--- src/rtl/dac_serial_pkg.sv ---
package dac_serial_pkg;
  localparam int NCH       = 8;
  localparam int CODE_W    = 16;
  localparam int FRAME_MIN = 24;
  localparam int FRAME_MAX = 32;
  localparam int CNT_W     = $clog2(FRAME_MAX + 1);

  typedef enum logic [3:0] {
    OP_STAGE      = 4'h0,
    OP_LOAD       = 4'h1,
    OP_STAGE_ALL  = 4'h2,
    OP_STAGE_LOAD = 4'h3,
    OP_SLEEP      = 4'h4,
    OP_IDLE       = 4'hF
  } op_e;

  // Channels selected by an address field: one channel, all, or none.
  function automatic logic [NCH-1:0] chan_mask(input logic [3:0] addr);
    logic [NCH-1:0] m;
    m = '0;
    if (addr == 4'hF) m = '1;
    else if (int'(addr) < NCH) m[addr[2:0]] = 1'b1;
    return m;
  endfunction

  // Keep the top res bits of a code, clear the rest.
  function automatic logic [CODE_W-1:0] align_code(input logic [CODE_W-1:0] d, input int res);
    logic [CODE_W-1:0] r;
    for (int i = 0; i < CODE_W; i++) r[i] = (i >= CODE_W - res) ? d[i] : 1'b0;
    return r;
  endfunction
endpackage

--- src/rtl/dac_in_sync.sv ---
module dac_in_sync #(
  parameter int          W       = 3,
  parameter logic [W-1:0] RST_VAL = '0
) (
  input  logic         clk,
  input  logic         rst_n,
  input  logic [W-1:0] din,
  output logic [W-1:0] dout
);
  logic [W-1:0] meta;

  always_ff @(posedge clk or negedge rst_n) begin
    if (!rst_n) begin
      meta <= RST_VAL;
      dout <= RST_VAL;
    end else begin
      meta <= din;
      dout <= meta;
    end
  end
endmodule

--- src/rtl/dac_frame_shift.sv ---
module dac_frame_shift
  import dac_serial_pkg::*;
(
  input  logic        clk,
  input  logic        rst_n,
  input  logic        sck_s,
  input  logic        cs_s,
  input  logic        sdi_s,
  output logic        sdo,
  output logic        frame_ok,
  output logic        frame_short,
  output logic [23:0] word
);
  logic                 sck_q, cs_q;
  logic [FRAME_MAX-1:0] sreg;
  logic [CNT_W-1:0]     nbits;

  // Named events, used by the logic and by the assertions.
  wire sck_rise = sck_s & ~sck_q & ~cs_s;
  wire sck_fall = ~sck_s & sck_q & ~cs_s;
  wire cs_fall  = ~cs_s & cs_q;
  wire cs_rise  = cs_s & ~cs_q;
  wire long_enough = (nbits >= CNT_W'(FRAME_MIN));

  always_ff @(posedge clk or negedge rst_n) begin
    if (!rst_n) begin
      sck_q <= 1'b0;
      cs_q  <= 1'b1;
      sreg  <= '0;
      nbits <= '0;
      sdo   <= 1'b0;
    end else begin
      sck_q <= sck_s;
      cs_q  <= cs_s;
      if (cs_fall) nbits <= '0;
      else if (sck_rise) begin
        sreg <= {sreg[FRAME_MAX-2:0], sdi_s};
        if (nbits < CNT_W'(FRAME_MAX)) nbits <= nbits + 1'b1;
      end
      if (cs_fall || sck_fall) sdo <= sreg[FRAME_MAX-1];
    end
  end

  assign frame_ok    = cs_rise & long_enough;
  assign frame_short = cs_rise & ~long_enough;
  assign word        = sreg[23:0];

  p_sdo_edge_r9: assert property (@(posedge clk) disable iff (!rst_n)
    !$stable(sdo) |-> $past(sck_fall || cs_fall));
  p_bits_only_selected_r9: assert property (@(posedge clk) disable iff (!rst_n)
    cs_s && cs_q |=> $stable(nbits));
endmodule

--- src/rtl/dac_channel_bank.sv ---
module dac_channel_bank
  import dac_serial_pkg::*;
#(
  parameter int RES_BITS = 16
) (
  input  logic                  clk,
  input  logic                  rst_n,
  input  logic                  commit,
  input  logic [3:0]            op,
  input  logic [3:0]            addr,
  input  logic [CODE_W-1:0]     data,
  output logic [NCH*CODE_W-1:0] dac_code,
  output logic [NCH-1:0]        upd_strobe,
  output logic [NCH-1:0]        pwr_dn
);
  logic [CODE_W-1:0] in_reg  [NCH];
  logic [CODE_W-1:0] dac_reg [NCH];

  wire [NCH-1:0]    sel  = chan_mask(addr);
  wire [CODE_W-1:0] code = align_code(data, RES_BITS);
  wire              act  = commit && (sel != '0);

  always_ff @(posedge clk or negedge rst_n) begin
    if (!rst_n) begin
      for (int i = 0; i < NCH; i++) begin
        in_reg[i]  <= '0;
        dac_reg[i] <= '0;
      end
      upd_strobe <= '0;
      pwr_dn     <= '1;
    end else begin
      upd_strobe <= '0;
      if (act) begin
        for (int i = 0; i < NCH; i++) begin
          case (op)
            OP_STAGE: if (sel[i]) in_reg[i] <= code;
            OP_LOAD: if (sel[i]) begin
              dac_reg[i]    <= in_reg[i];
              upd_strobe[i] <= 1'b1;
              pwr_dn[i]     <= 1'b0;
            end
            OP_STAGE_ALL: begin
              if (sel[i]) in_reg[i] <= code;
              dac_reg[i]    <= sel[i] ? code : in_reg[i];
              upd_strobe[i] <= 1'b1;
              pwr_dn[i]     <= 1'b0;
            end
            OP_STAGE_LOAD: if (sel[i]) begin
              in_reg[i]     <= code;
              dac_reg[i]    <= code;
              upd_strobe[i] <= 1'b1;
              pwr_dn[i]     <= 1'b0;
            end
            OP_SLEEP: if (sel[i]) pwr_dn[i] <= 1'b1;
            default: ;
          endcase
        end
      end
    end
  end

  p_strobe_cause_r6: assert property (@(posedge clk) disable iff (!rst_n)
    (upd_strobe != '0) |-> $past(commit));

  for (genvar g = 0; g < NCH; g++) begin : g_out
    assign dac_code[g*CODE_W +: CODE_W] = dac_reg[g];
    p_code_moves_with_strobe_r3: assert property (@(posedge clk) disable iff (!rst_n)
      !$stable(dac_reg[g]) |-> upd_strobe[g]);
    p_update_wakes_r2: assert property (@(posedge clk) disable iff (!rst_n)
      upd_strobe[g] |-> !pwr_dn[g]);
  end
endmodule

--- src/rtl/octal_dac_serial_if.sv ---
module octal_dac_serial_if
  import dac_serial_pkg::*;
#(
  parameter int RES_BITS = 16
) (
  input  logic                  clk,
  input  logic                  rst_n,
  input  logic                  sck,
  input  logic                  cs_ld,
  input  logic                  sdi,
  output logic                  sdo,
  output logic [NCH*CODE_W-1:0] dac_code,
  output logic [NCH-1:0]        upd_strobe,
  output logic [NCH-1:0]        pwr_dn
);
  logic [2:0]  pins_s;
  logic        frame_ok, frame_short;
  logic [23:0] word;

  dac_in_sync #(.W(3), .RST_VAL(3'b010)) u_sync (
    .clk(clk), .rst_n(rst_n), .din({sck, cs_ld, sdi}), .dout(pins_s));

  dac_frame_shift u_shift (
    .clk(clk), .rst_n(rst_n), .sck_s(pins_s[2]), .cs_s(pins_s[1]), .sdi_s(pins_s[0]),
    .sdo(sdo), .frame_ok(frame_ok), .frame_short(frame_short), .word(word));

  dac_channel_bank #(.RES_BITS(RES_BITS)) u_bank (
    .clk(clk), .rst_n(rst_n), .commit(frame_ok),
    .op(word[23:20]), .addr(word[19:16]), .data(word[15:0]),
    .dac_code(dac_code), .upd_strobe(upd_strobe), .pwr_dn(pwr_dn));

  p_short_discard_r8: assert property (@(posedge clk) disable iff (!rst_n)
    frame_short |=> (upd_strobe == '0) && $stable(pwr_dn) && $stable(dac_code));
endmodule

--- config.mk ---
export PLATFORM = sky130hd
export DESIGN_NAME = octal_dac_serial_if
export DESIGN_NICKNAME = d
export VERILOG_FILES = /design/src/rtl/dac_serial_pkg.sv /design/src/rtl/dac_in_sync.sv /design/src/rtl/dac_frame_shift.sv /design/src/rtl/dac_channel_bank.sv /design/src/rtl/octal_dac_serial_if.sv
export SDC_FILE = /design/constraint.sdc
export NUM_CORES = 1
export LEC_CHECK = 0
export ABC_AREA = 0
export CAP_MARGIN = 30
export CELL_PAD_IN_SITES_DETAIL_PLACEMENT = 1
export CELL_PAD_IN_SITES_GLOBAL_PLACEMENT = 2
export CORE_UTILIZATION = 35
export CTS_CLUSTER_SIZE = 24
export DETAILED_ROUTE_END_ITERATION = 10
export GPL_ROUTABILITY_DRIVEN = 0
export MAX_ROUTING_LAYER = met4
export PLACE_DENSITY_LB_ADDON = 0.1
export SYNTH_ARGS = -nofsm -noshare
export SYNTH_HDL_FRONTEND = slang
export SYNTH_SLANG_ARGS = --single-unit
--- constraint.sdc ---
create_clock -name clk -period 2.35 [get_ports clk]
set_input_delay 0.47 -clock clk [delete_from_list [all_inputs] [get_ports clk]]
set_output_delay 0.47 -clock clk [all_outputs]
set_load 0.05 [all_outputs]
Word level (Yosys, flattened, before mapping) --
Cells that the tools add are included.
Operators by class: add/subtract/negate cells 1, mux-type cells 80, equality and inequality tests 37, reduce and logical (&&, ||, !) cells 30, order comparisons 5, bitwise operators 12
Operator list (count):
- 16-bit two-way mux | 24
- 16-bit one-hot mux with 3 select lines | 8
- 2-bit by 1-bit != test with 1-bit output (second input constant) | 32
- 4-bit AND reduction | 16
- 1-bit two-way mux | 25
- 8-bit two-way mux | 3
- 1-bit one-hot mux with 3 select lines | 8
- 6-bit two-way mux | 3
- 1-bit one-hot mux with 2 select lines | 8
- 4-bit by 2-bit equality test with 1-bit output (second input constant) | 2
- 8-bit nonzero test | 1
- 1-bit AND | 7
- 6-bit by 1-bit adder with 6-bit output (second input constant) | 1
- 6-bit by 5-bit >= comparator with 1-bit output (second input constant) | 1
- 6-bit less-than comparator (second input constant) | 1
- 2-bit AND reduction | 3
- 3-bit nonzero test | 2
- 1-bit NOT | 5
- 4-bit by 1-bit equality test with 1-bit output (second input constant) | 1
- 4-bit by 3-bit equality test with 1-bit output (second input constant) | 1
- 4-bit equality test (second input constant) | 1
- 4-bit logical NOT | 1
- 3-bit by 4-bit less-than comparator with 1-bit output (second input constant) | 1
- 4-bit less-than comparator (second input constant) | 1
- 7 further kinds | 9
Storage, ports and cells: register bits after elaboration 319, word-level logic and storage cells 197, output and inout bits 145

Longest topological paths before layout --
Gate-level depths: netlist of run 1.
word-level depth 9, depth in mapped cells 8, depth with buffers taken out 4

Hierarchy --
A second synthesis of run 1 with hierarchy kept.
Unflattened totals: cell total of the unflattened synthesis 1125, area, all modules 14814.2 µm²
By module, submodules not included:
- dac_channel_bank | area an instance 12849.8 µm², seq. area each 6816.5 µm², instances 1, cells an instance 985
- dac_frame_shift | area an instance 1811.7 µm², seq. area each 1027.2 µm², instances 1, cells an instance 134
- dac_in_sync | area an instance 152.6 µm², seq. area each 152.6 µm², instances 1, cells an instance 6

Worst setup path before layout of run 1 --
Ideal clock, no wire load.
path kind reg2reg, start register u_shift.sreg[23], end register u_bank.dac_reg, in the netlist u_bank.dac_code[10], cell stages (with the launch flop) 7, slack 0.052 ns, required time 2.223 ns, data arrival time 2.171 ns, period minus slack after synthesis 2.298 ns, buffers on the path 2, path through dfrtp_1 > or2_1 > buf_6 > or4_4 > a221oi_4 > buf_6 > mux2_1
Between the ends: cells in the longest elaborated chain, start to end 3, elaborated cells between the ends (all ways) 8, those cells by class 5 x eq/ne; 1 x mux; 2 x reduce/logical
Ends and longest elaborated chain:
- from (decl) | line dac_frame_shift.sv:15 | logic [FRAME_MAX-1:0] sreg;
- from (signal assigned) | line dac_frame_shift.sv:37 | sreg <= {sreg[FRAME_MAX-2:0], sdi_s};
- 4-bit by 2-bit equality test with 1-bit output / 4-bit by 1-bit equality test with 1-bit output (equally long branches) | line dac_channel_bank.sv:35 | case (op)
- 2-bit by 1-bit != test with 1-bit output (no source line) / 3-bit nonzero test (equally long branches)
- 4-bit AND reduction (no source line)
- to (signal, indexed assignment) | line dac_channel_bank.sv:38 | dac_reg[i] <= in_reg[i];
- to (signal, indexed assignment) | line dac_channel_bank.sv:44 | dac_reg[i] <= sel[i] ? code : in_reg[i];
- to (signal, indexed assignment) | line dac_channel_bank.sv:50 | dac_reg[i] <= code;
- to (decl) | line dac_channel_bank.sv:17 | logic [CODE_W-1:0] dac_reg [NCH];
Parallel ways exist; a longest one is shown, timed or not. A chain may end at the register's enable or synchronous reset.

Worst setup path after layout of run 1 --
start register u_bank.dac_reg, in the netlist u_bank.dac_code[27], end output dac_code[27]
RTL lines:
- to (decl) | line octal_dac_serial_if.sv:12 | output logic [NCH*CODE_W-1:0] dac_code,
No word-level cell between the ends.

==> impl_results.md, run 1 <==
* Synth Net Count at 1,352
* Setup TNS at 0 ns
* Avg Inst Size Synth at 11.6 sq um
* Reg2Reg Depth at 4
* Final core utilization at 45.0%
* Vias in the first global route at 12,400
* Initial Util at 35.4%
* Root buffer cell: clkbuf_16
* #FFs+latches synth at 319
* Crit path time final at 2.30 ns
* Row cnt at 77
* Non-filler instance count after layout at 2,137
* Ys async rst share at 100%
* Critical R2R Capture: u_bank.in_reg[99]
* CTS tree: built
* Max cap viols at 0
* Footprint of the multi-input gates at 7040 sq um
* Worst reg2reg setup slack at 0.11 ns
* Power per Cell Area at 637 nW/um^2
* Layout area overhead at 27.0%
* Dpl ws at 0.00407 ns
* Antenna diodes at 0
* Antenna viol nets, final at 0
* Max VDD drop at 0.000445 V
* Min-delay worst type: reg2reg
* Top FF cell, synth: dfrtp_1
* CP Buf/Inv Count at 1
* Crit share post-route at 98.0%
* CP max-delay cell: clkdlybuf4s50_1
* Synth warn at 0
* Port buffer count at 149
* Critical R2R Launch: u_shift.sreg[16]
* Levels on crit path at 1
* Clk slew on worst S/H paths at 0.06 ns
* Hold EP: u_sync.dout[2]
* Num ports at 150
* Worst slew pin tran at 0.679 ns
* # fillers at 4,677
* Sink Count at 319
* Most common cell after layout, fill and taps aside: dfrtp_1
* Vias at 11,700
* Sequential area share after synthesis at 51.2%
* Final worst-path setup slack at 0.0481 ns
* Layout cells sized above 1 at 30.4%
* Total congestion overflow at 0
* DR iter-0 viols at 620
* Arr. time, crit path at 1.83 ns
* Critical path fanouts, max at 2
* CP Data Required Time at 1.88 ns
* Peak Freq at 0.434 GHz
* Die Width at 213 microns
* Mapped Cells at 1,346
* NumNets Final at 1,519
* Drt drc at 0
* Core area at 44,100 sq um
* EDFF count, synth at 0
* Mapped Area at 15,600 sq um
* Leak at 9.17 nW
* Wire per inst at 23.1 microns
* Synth unique cells at 61
* Routed wire length at 49,300 microns
* Total power at 12.6 mW
* Worst-Skew Late Latency at 0.57 ns
* Largest net degree at the start of global routing at 64
* Kind of critical path: reg2out
* DR vias/cell at 5.45
* Max Slew Vio Count at 0
* Worst setup SP type: register
* Commonest cells after routing, fill and taps aside: dfrtp_1 (306), mux2_2 (217), clkdlybuf4s50_1 (137)
* Worst setup EP type: primary output
* Final setup fails at 0
* DRT Pass-1 Iters at 5
* Final HPWL DP at 32,200 microns
* GRT Util Overall at 23.1%
* Cts bufs inserted at 41
* Hold Path Origin: u_sync.meta[2]
* Delay-heaviest family, CP: buffers and inverters
* Critical-path cell list: clkdlybuf4s50_1
* Post-Place Cells at 2,059
* Initial antenna violation count at 1
* Final instance area at 19,900 sq um
* Die Height at 213 microns
* Setup Skew at 0.0275 ns
* H-tree depth at 2
* Status: finished clean
* Die ar. at 45,500 sq um
* Post-place instance area at 18,400 sq um
* RSZ-0062 raised after global routing: no
* Global-route wire length before repair at 76,800 microns
* Hold Path Stages at 0
* CP peak stage delay at 0.84 ns
* Relative slew slack at 54.7%
* Hold slack final at 0.344 ns
* Register area at 8000 sq um
* Final Hold Vio Count at 0
* Clk buf depth at 3
## cell usage after synthesis (15+ instances only)
cell type  instances  area (sq um)
a22oi_1           48           360
mux2_1            20           225
nand3_1           51           255
dfrtp_1          308          7710
o211ai_1          56           420
mux2_2           217          2440
o32a_1            46           460
nor2b_1           51           319
o2bb2ai_1         16           140
o21ai_0          105           526
nand2_1          121           454
clkbuf_1          91           342
buf_2             15          75.1
a21oi_1           47           235
mux2_4            26           390
## power by group
part	total (mW)	switching, mW	internal [mW]
combinational	0.404	0.289	0.115
clock	6.58	2.47	4.11
sequential	5.66	0.125	5.54
## worst max path at each step
stage	start	to	slack (ns)
final	u_bank.dac_code[27]	dac_code[27]	0.05
after global routing	u_bank.dac_code[27]	dac_code[27]	0.009
after CTS	u_shift.sreg[18]	u_bank.dac_code[64]	0.002
after detailed placement	u_shift.sreg[18]	u_bank.dac_code[64]	0.004
after global placement	u_shift.sreg[20]	u_bank.pwr_dn[4]	0.04
after floorplan	u_shift.sreg[23]	u_bank.dac_code[10]	0.05
## layer usage
layer  global-route usage, %  up-vias  routed length, microns
li1                        -     5276                       -
met1                    30.5     6050                   23000
met2                    36.3      238                   23400
met3                    3.02       88                    1700
met4                    8.28        0                    1260
met5                       -        -                       0
## what timing repair did
action | in CTS | in global routing
buffers inserted | 0 | 2
endpoints found under the setup margin | 11 | 50
resized for setup | 11 | 5
hold buffers | 1 | 0
endpoints found under the hold margin | 38 | 0
## cell families after synthesis
family	count (synthesis)	share of synthesized area, %
AOI/OAI and AO/OA	338	15.0
buffers and inverters	140	4.18
DFF	319	51.2
muxes	264	19.6
xor gates and xnor gates	5	0.280
adders and majority gates	1	0.0800
and+or+nand+nor	279	9.72
## cell type report
type | instances | share of cell area [%]
sequential | 319 | 40.3
multi-input combinational | 887 | 35.4
timing repair buffer | 258 | 13.2
clock buffer | 65 | 6.54
tap | 592 | 3.73
clock inverter | 10 | 0.668
inverter | 6 | 0.113
No activity file was read; power rests on OpenSTA's default activity.
==> run 2: changes to the inputs <==
CORE_UTILIZATION = 36   (was 35)
SYNTH_HIERARCHICAL = 1   (was default)
TNS_END_PERCENT = 10   (was default)
==> impl_results.md, run 2 <==
* Status: finished clean
* Synth Net Count at 1,131 (-16%)
* Mapped Cells at 1,124 (-16%)
* Setup Skew at 0.0212 ns (-0.00631 ns)
* # fillers at 4,141 (-11%)
* Final HPWL DP at 26,600 microns (-17%)
* Final Hold Vio Count at 0 (unchanged)
* Footprint of the multi-input gates at 6180 sq um (-12%)
* Die Width at 205 microns (-4.0%)
* Non-filler instance count after layout at 1,842 (-14%)
* Die Height at 205 microns (-4.0%)
* Synth warn at 6 (+6)
* Arr. time, crit path at 1.83 ns (about the same)
* CP Data Required Time at 1.88 ns (about the same)
* Final instance area at 18,500 sq um (-6.8%)
* Most common cell after layout, fill and taps aside: mux2_2
* Worst setup SP type: register
* Max VDD drop at 0.000295 V (-34%)
* Sink Count at 319 (unchanged)
* DRT Pass-1 Iters at 4 (-1)
* Max cap viols at 0 (unchanged)
* Worst reg2reg setup slack at 0.14 ns (+0.03 ns)
* Crit path time final at 2.30 ns (+0.000360 ns)
* Root buffer cell: clkbuf_16
* Layout area overhead at 25.0%
* Largest net degree at the start of global routing at 62 (-3.1%)
* Total congestion overflow at 0 (unchanged)
* Critical-path cell list: clkdlybuf4s50_1
* RSZ-0062 raised after global routing: yes
* Vias at 9,515 (-18%)
* Die ar. at 42,000 sq um (-7.8%)
* Global-route wire length before repair at 63,600 microns (-17%)
* NumNets Final at 1,297 (-15%)
* Final setup fails at 0 (unchanged)
* Worst setup EP type: primary output
* Clk buf depth at 3 (unchanged)
* Delay-heaviest family, CP: buffers and inverters
* Avg Inst Size Synth at 13.2 sq um (+13%)
* Setup TNS at 0 ns (unchanged)
* CP peak stage delay at 0.79 ns (-0.05 ns)
* Wire per inst at 21.9 microns (-4.9%)
* Dpl ws at 0.120 ns (+0.116 ns)
* Antenna diodes at 0 (unchanged)
* Row cnt at 73 (-5.2%)
* DR vias/cell at 5.17 (-5.3%)
* CTS tree: built
* Power per Cell Area at 640 nW/um^2 (+0.43%)
* GRT Util Overall at 20.6% (-2.5 points)
* Core area at 40,200 sq um (-8.9%)
* Worst-Skew Late Latency at 0.53 ns (-0.04 ns)
* Vias in the first global route at 10,200 (-18%)
* Antenna viol nets, final at 0 (unchanged)
* Commonest cells after routing, fill and taps aside: mux2_2 (352), dfrtp_1 (307), clkdlybuf4s50_1 (141)
* Initial Util at 36.9% (+1.4 points)
* Worst slew pin tran at 0.799 ns (+0.120 ns)
* Crit share post-route at 98.0% (about the same)
* Cts bufs inserted at 38 (-7.3%)
* Clk slew on worst S/H paths at 0.06 ns (about the same)
* Routed wire length at 40,400 microns (-18%)
* H-tree depth at 2 (unchanged)
* Relative slew slack at 46.1% (-8.7 points)
* Peak Freq at 0.434 GHz (about the same)
* CP Buf/Inv Count at 1 (unchanged)
* Post-place instance area at 17,200 sq um (-6.1%)
* CP max-delay cell: clkdlybuf4s50_1
* Initial antenna violation count at 0 (-1)
* Register area at 8000 sq um (about the same)
* Leak at 8.62 nW (-6.0%)
* Mapped Area at 14,800 sq um (-5.3%)
* Port buffer count at 149 (unchanged)
* Max Slew Vio Count at 0 (unchanged)
* Min-delay worst type: reg2reg
* Final worst-path setup slack at 0.0478 ns (-0.000360 ns)
* Kind of critical path: reg2out
* DR iter-0 viols at 378 (-39%)
* Drt drc at 0 (unchanged)
* Post-Place Cells at 1,774 (-14%)
* Num ports at 150 (unchanged)
* Layout cells sized above 1 at 40.0% (+9.7 points)
* Critical path fanouts, max at 2 (unchanged)
-- run 2: stage by stage --
stage | hold slack (ns) | util, % | total power, mW
6_report | 0.349 | 46.1 | 11.8
2_1_floorplan | 0.174 | - | 5.85
4_1_cts | 0.346 | 46.0 | 12.1
5_1_grt | 0.355 | 46.1 | 12.3
3_3_place_gp | 0.337 | 42.9 | 6.09
3_5_place_dp | 0.337 | 42.9 | 6.09
-- run 2: worst reg2reg max path, stage by stage, from the launching register on --
cell and delay [ns]:
dfrtp_1 0.48, and4_1 0.29, buf_4 0.19, o31ai_2 0.31, buf_12 0.22, mux2_2 0.36
mux2_2 0.26
-- run 2: cell type report --
class / instances / area share, %
repair buffers: 225 / 12.8
flip-flops and latches: 319 / 43.2
clock buffers: 58 / 6.31
inverters: 12 / 0.243
multi-input cells: 694 / 33.4
well taps: 525 / 3.55
clock inverters: 9 / 0.500
-- run 2: final timing paths --
path	startpoint	endpoint	depth (start not counted)
worst min-delay path	u_sync/meta[2]	u_sync/dout[2]	0
worst max register to register	u_shift/sreg[18]	u_bank/dac_code[66]	6
min in group asynchronous	rst_n	u_bank/dac_code[99]	2
worst max-delay path	u_bank/pwr_dn[5]	pwr_dn[5]	1
worst min register to register	u_sync/meta[2]	u_sync/dout[2]	0
max in group asynchronous	rst_n	u_bank/pwr_dn[2]	3
-- run 2: what timing repair did --
item,CTS,global route
gates resized for setup,4,3
endpoints found under the setup margin,4,93
buffers inserted,0,0
endpoints found under the hold margin,50,0
hold buffers,1,0
-- run 2: report_power, final --
group,internal (mW),switching (mW),leakage (nW)
clock network,3.54,2.32,0.627
registers,5.54,0.144,4.40
logic,0.0989,0.202,3.60
-- run 2: per-layer routing --
| metal | track usage, % | routed length (microns) | vias to the layer above |
|---|---|---|---|
| li1 | - | - | 4332 |
| met1 | 29.0 | 19400 | 4952 |
| met2 | 31.3 | 18800 | 180 |
| met3 | 3.01 | 1560 | 51 |
| met4 | 4.48 | 598 | 0 |
| met5 | - | 0 | - |
==> run 3: changes to the inputs <==
CORE_UTILIZATION = 40   (was 36)
RECOVER_POWER = 100   (was default)
clock period = 2.21 ns   (was 2.35 ns; I/O delays follow)
==> impl_results.md, run 3 (synthesis gave the netlist of run 2 again) <==
* CP max-delay cell: clkdlybuf4s50_1
* Hold slack final at 0.350 ns (+0.000478 ns)
* Cts bufs inserted at 37 (-2.6%)
* Max Slew Vio Count at 0 (unchanged)
* Routed wire length at 39,600 microns (-2.1%)
* Most common cell after layout, fill and taps aside: mux2_2
* Kind of critical path: reg2out
* Hold Path Stages at 0 (unchanged)
* GRT Util Overall at 22.4% (+1.8 points)
* CP Buf/Inv Count at 1 (unchanged)
* Final Hold Vio Count at 0 (unchanged)
* DR vias/cell at 5.31 (+2.8%)
* Min-delay worst type: reg2reg
* Global-route wire length before repair at 63,500 microns (-0.29%)
* NumNets Final at 1,301 (+0.31%)
* Initial Util at 40.6% (+3.7 points)
* H-tree depth at 2 (unchanged)
* Row cnt at 70 (-4.1%)
* Leak at 8.51 nW (-1.3%)
* Max VDD drop at 0.000480 V (+62%)
* Commonest cells after routing, fill and taps aside: mux2_2 (348), dfrtp_1 (307), clkdlybuf4s50_1 (120)
* Crit share post-route at 98.6%
* Worst setup SP type: register
* Critical path fanouts, max at 2 (unchanged)
* DRT Pass-1 Iters at 4 (unchanged)
* Total power at 12.2 mW (+3.0%)
* CTS tree: built
* Drt drc at 0 (unchanged)
* Critical-path cell list: clkdlybuf4s50_1
* Levels on crit path at 1 (unchanged)
* Die ar. at 37,800 sq um (-9.9%)
* Relative slew slack at 35.5% (-11 points)
* Sink Count at 319 (unchanged)
* Crit path time final at 2.18 ns
* Root buffer cell: clkbuf_16
* Vias at 9,486 (-0.30%)
* Core area at 36,500 sq um (-9.1%)
* Setup Skew at 0.0211 ns (-0.0000436 ns)
* Final HPWL DP at 26,100 microns (-1.8%)
* Worst setup EP type: primary output
* Reg2Reg Depth at 7 (+1)
* DR iter-0 viols at 444 (+17%)
* Antenna viol nets, final at 0 (unchanged)
* Delay-heaviest family, CP: buffers and inverters
* Peak Freq at 0.459 GHz
* Worst slew pin tran at 0.967 ns (+0.168 ns)
* Num ports at 150 (unchanged)
* Die Width at 194 microns (-5.1%)
* Vias in the first global route at 10,500 (+2.6%)
* Power per Cell Area at 671 nW/um^2 (+4.9%)
* Clk buf depth at 3 (unchanged)
* Antenna diodes at 0 (unchanged)
* Port buffer count at 149 (unchanged)
* Arr. time, crit path at 1.74 ns (-0.09 ns)
* RSZ-0062 raised after global routing: no
* Worst-Skew Late Latency at 0.52 ns (about the same)
* Initial antenna violation count at 0 (unchanged)
* Clk slew on worst S/H paths at 0.06 ns (about the same)
* Final setup fails at 0 (unchanged)
* CP Data Required Time at 1.77 ns (-0.11 ns)
* Total congestion overflow at 0 (unchanged)
* CP peak stage delay at 0.83 ns (+0.04 ns)
* Wire per inst at 22.2 microns (+0.99%)
* Layout area overhead at 22.6%
* Max cap viols at 0 (unchanged)
* Status: finished clean
* Die Height at 194 microns (-5.1%)
* Largest net degree at the start of global routing at 77 (+24%)
* Layout cells sized above 1 at 38.8% (-1.2 points)
-- run 3: changes by cell type in the layout (fill, tap and decap cells not counted), moves of 4 or more --
cell,change
clkdlybuf4s50_1,-21
clkbuf_1,+19
buf_12,-9
dlygate4sd3_1,+6
a21oi_2,-5
clkbuf_2,+5
clkbuf_4,+5
a21oi_4,+4
dlygate4sd2_1,+4
mux2_1,+4
mux2_2,-4
-- run 3: final cells by class --
type                    instances  area [sq um]
clock buffers                  58          1140
clock inverters                 5          36.3
fillers                      3700         18400
inverters                      12          45.0
multi-input cells             694          6190
flip-flops and latches        319          8000
well taps                     468           586
repair buffers                230          2170
-- run 3: what timing repair did --
action / CTS / global route
buffers inserted: 0 / 2
setup endpoints to repair: 8 / 45
resized for setup: 8 / 11
endpoints found under the hold margin: 24 / 0
hold buffers: 1 / 0
-- run 3: routing by layer --
layer	vias up	track usage, %	routed length, microns	share of wire, %
met5	-	-	0	0
met4	0	6.06	833	2.1
li1	4329	-	-	-
met3	61	3.00	1320	3.3
met2	186	35.3	18800	48
met1	4910	30.4	18600	47
-- run 3: final timing paths --
kind,startpoint,end,slack [ns]
min reg2reg,u_sync/meta[0],u_sync/dout[0],0.35
max,u_bank/dac_code[35],dac_code[35],0.03
min in group asynchronous,rst_n,u_bank/dac_code[99],0.62
max in group asynchronous,rst_n,u_bank/dac_code[114],0.32
max reg2reg,u_sync/dout[1],u_bank/in_reg[59],0.07
min,u_sync/meta[0],u_sync/dout[0],0.35
-- run 3: report_power, final --
group          switching, mW  total [mW]  leakage, nW  internal (mW)
registers              0.193        6.08         4.40           5.89
logic                  0.162       0.236         3.53         0.0745
clock network           2.36        5.87        0.581           3.51
total                   2.71        12.2         8.51           9.48
-- run 3: stage by stage --
stage               std cells  worst slack (ns)  utilization [%]  cell area, sq um  setup TNS, ns
floorplan                1124           -0.0323                -             14900         -0.258
global placement         1720             0.102             47.2             17200              0
detailed placement       1720            0.0646             47.2             17200              0
CTS                      1784           0.00589             50.4             18400              0
global route             1786           0.00104             49.7             18200              0
finish                   1786            0.0313             49.7             18200              0
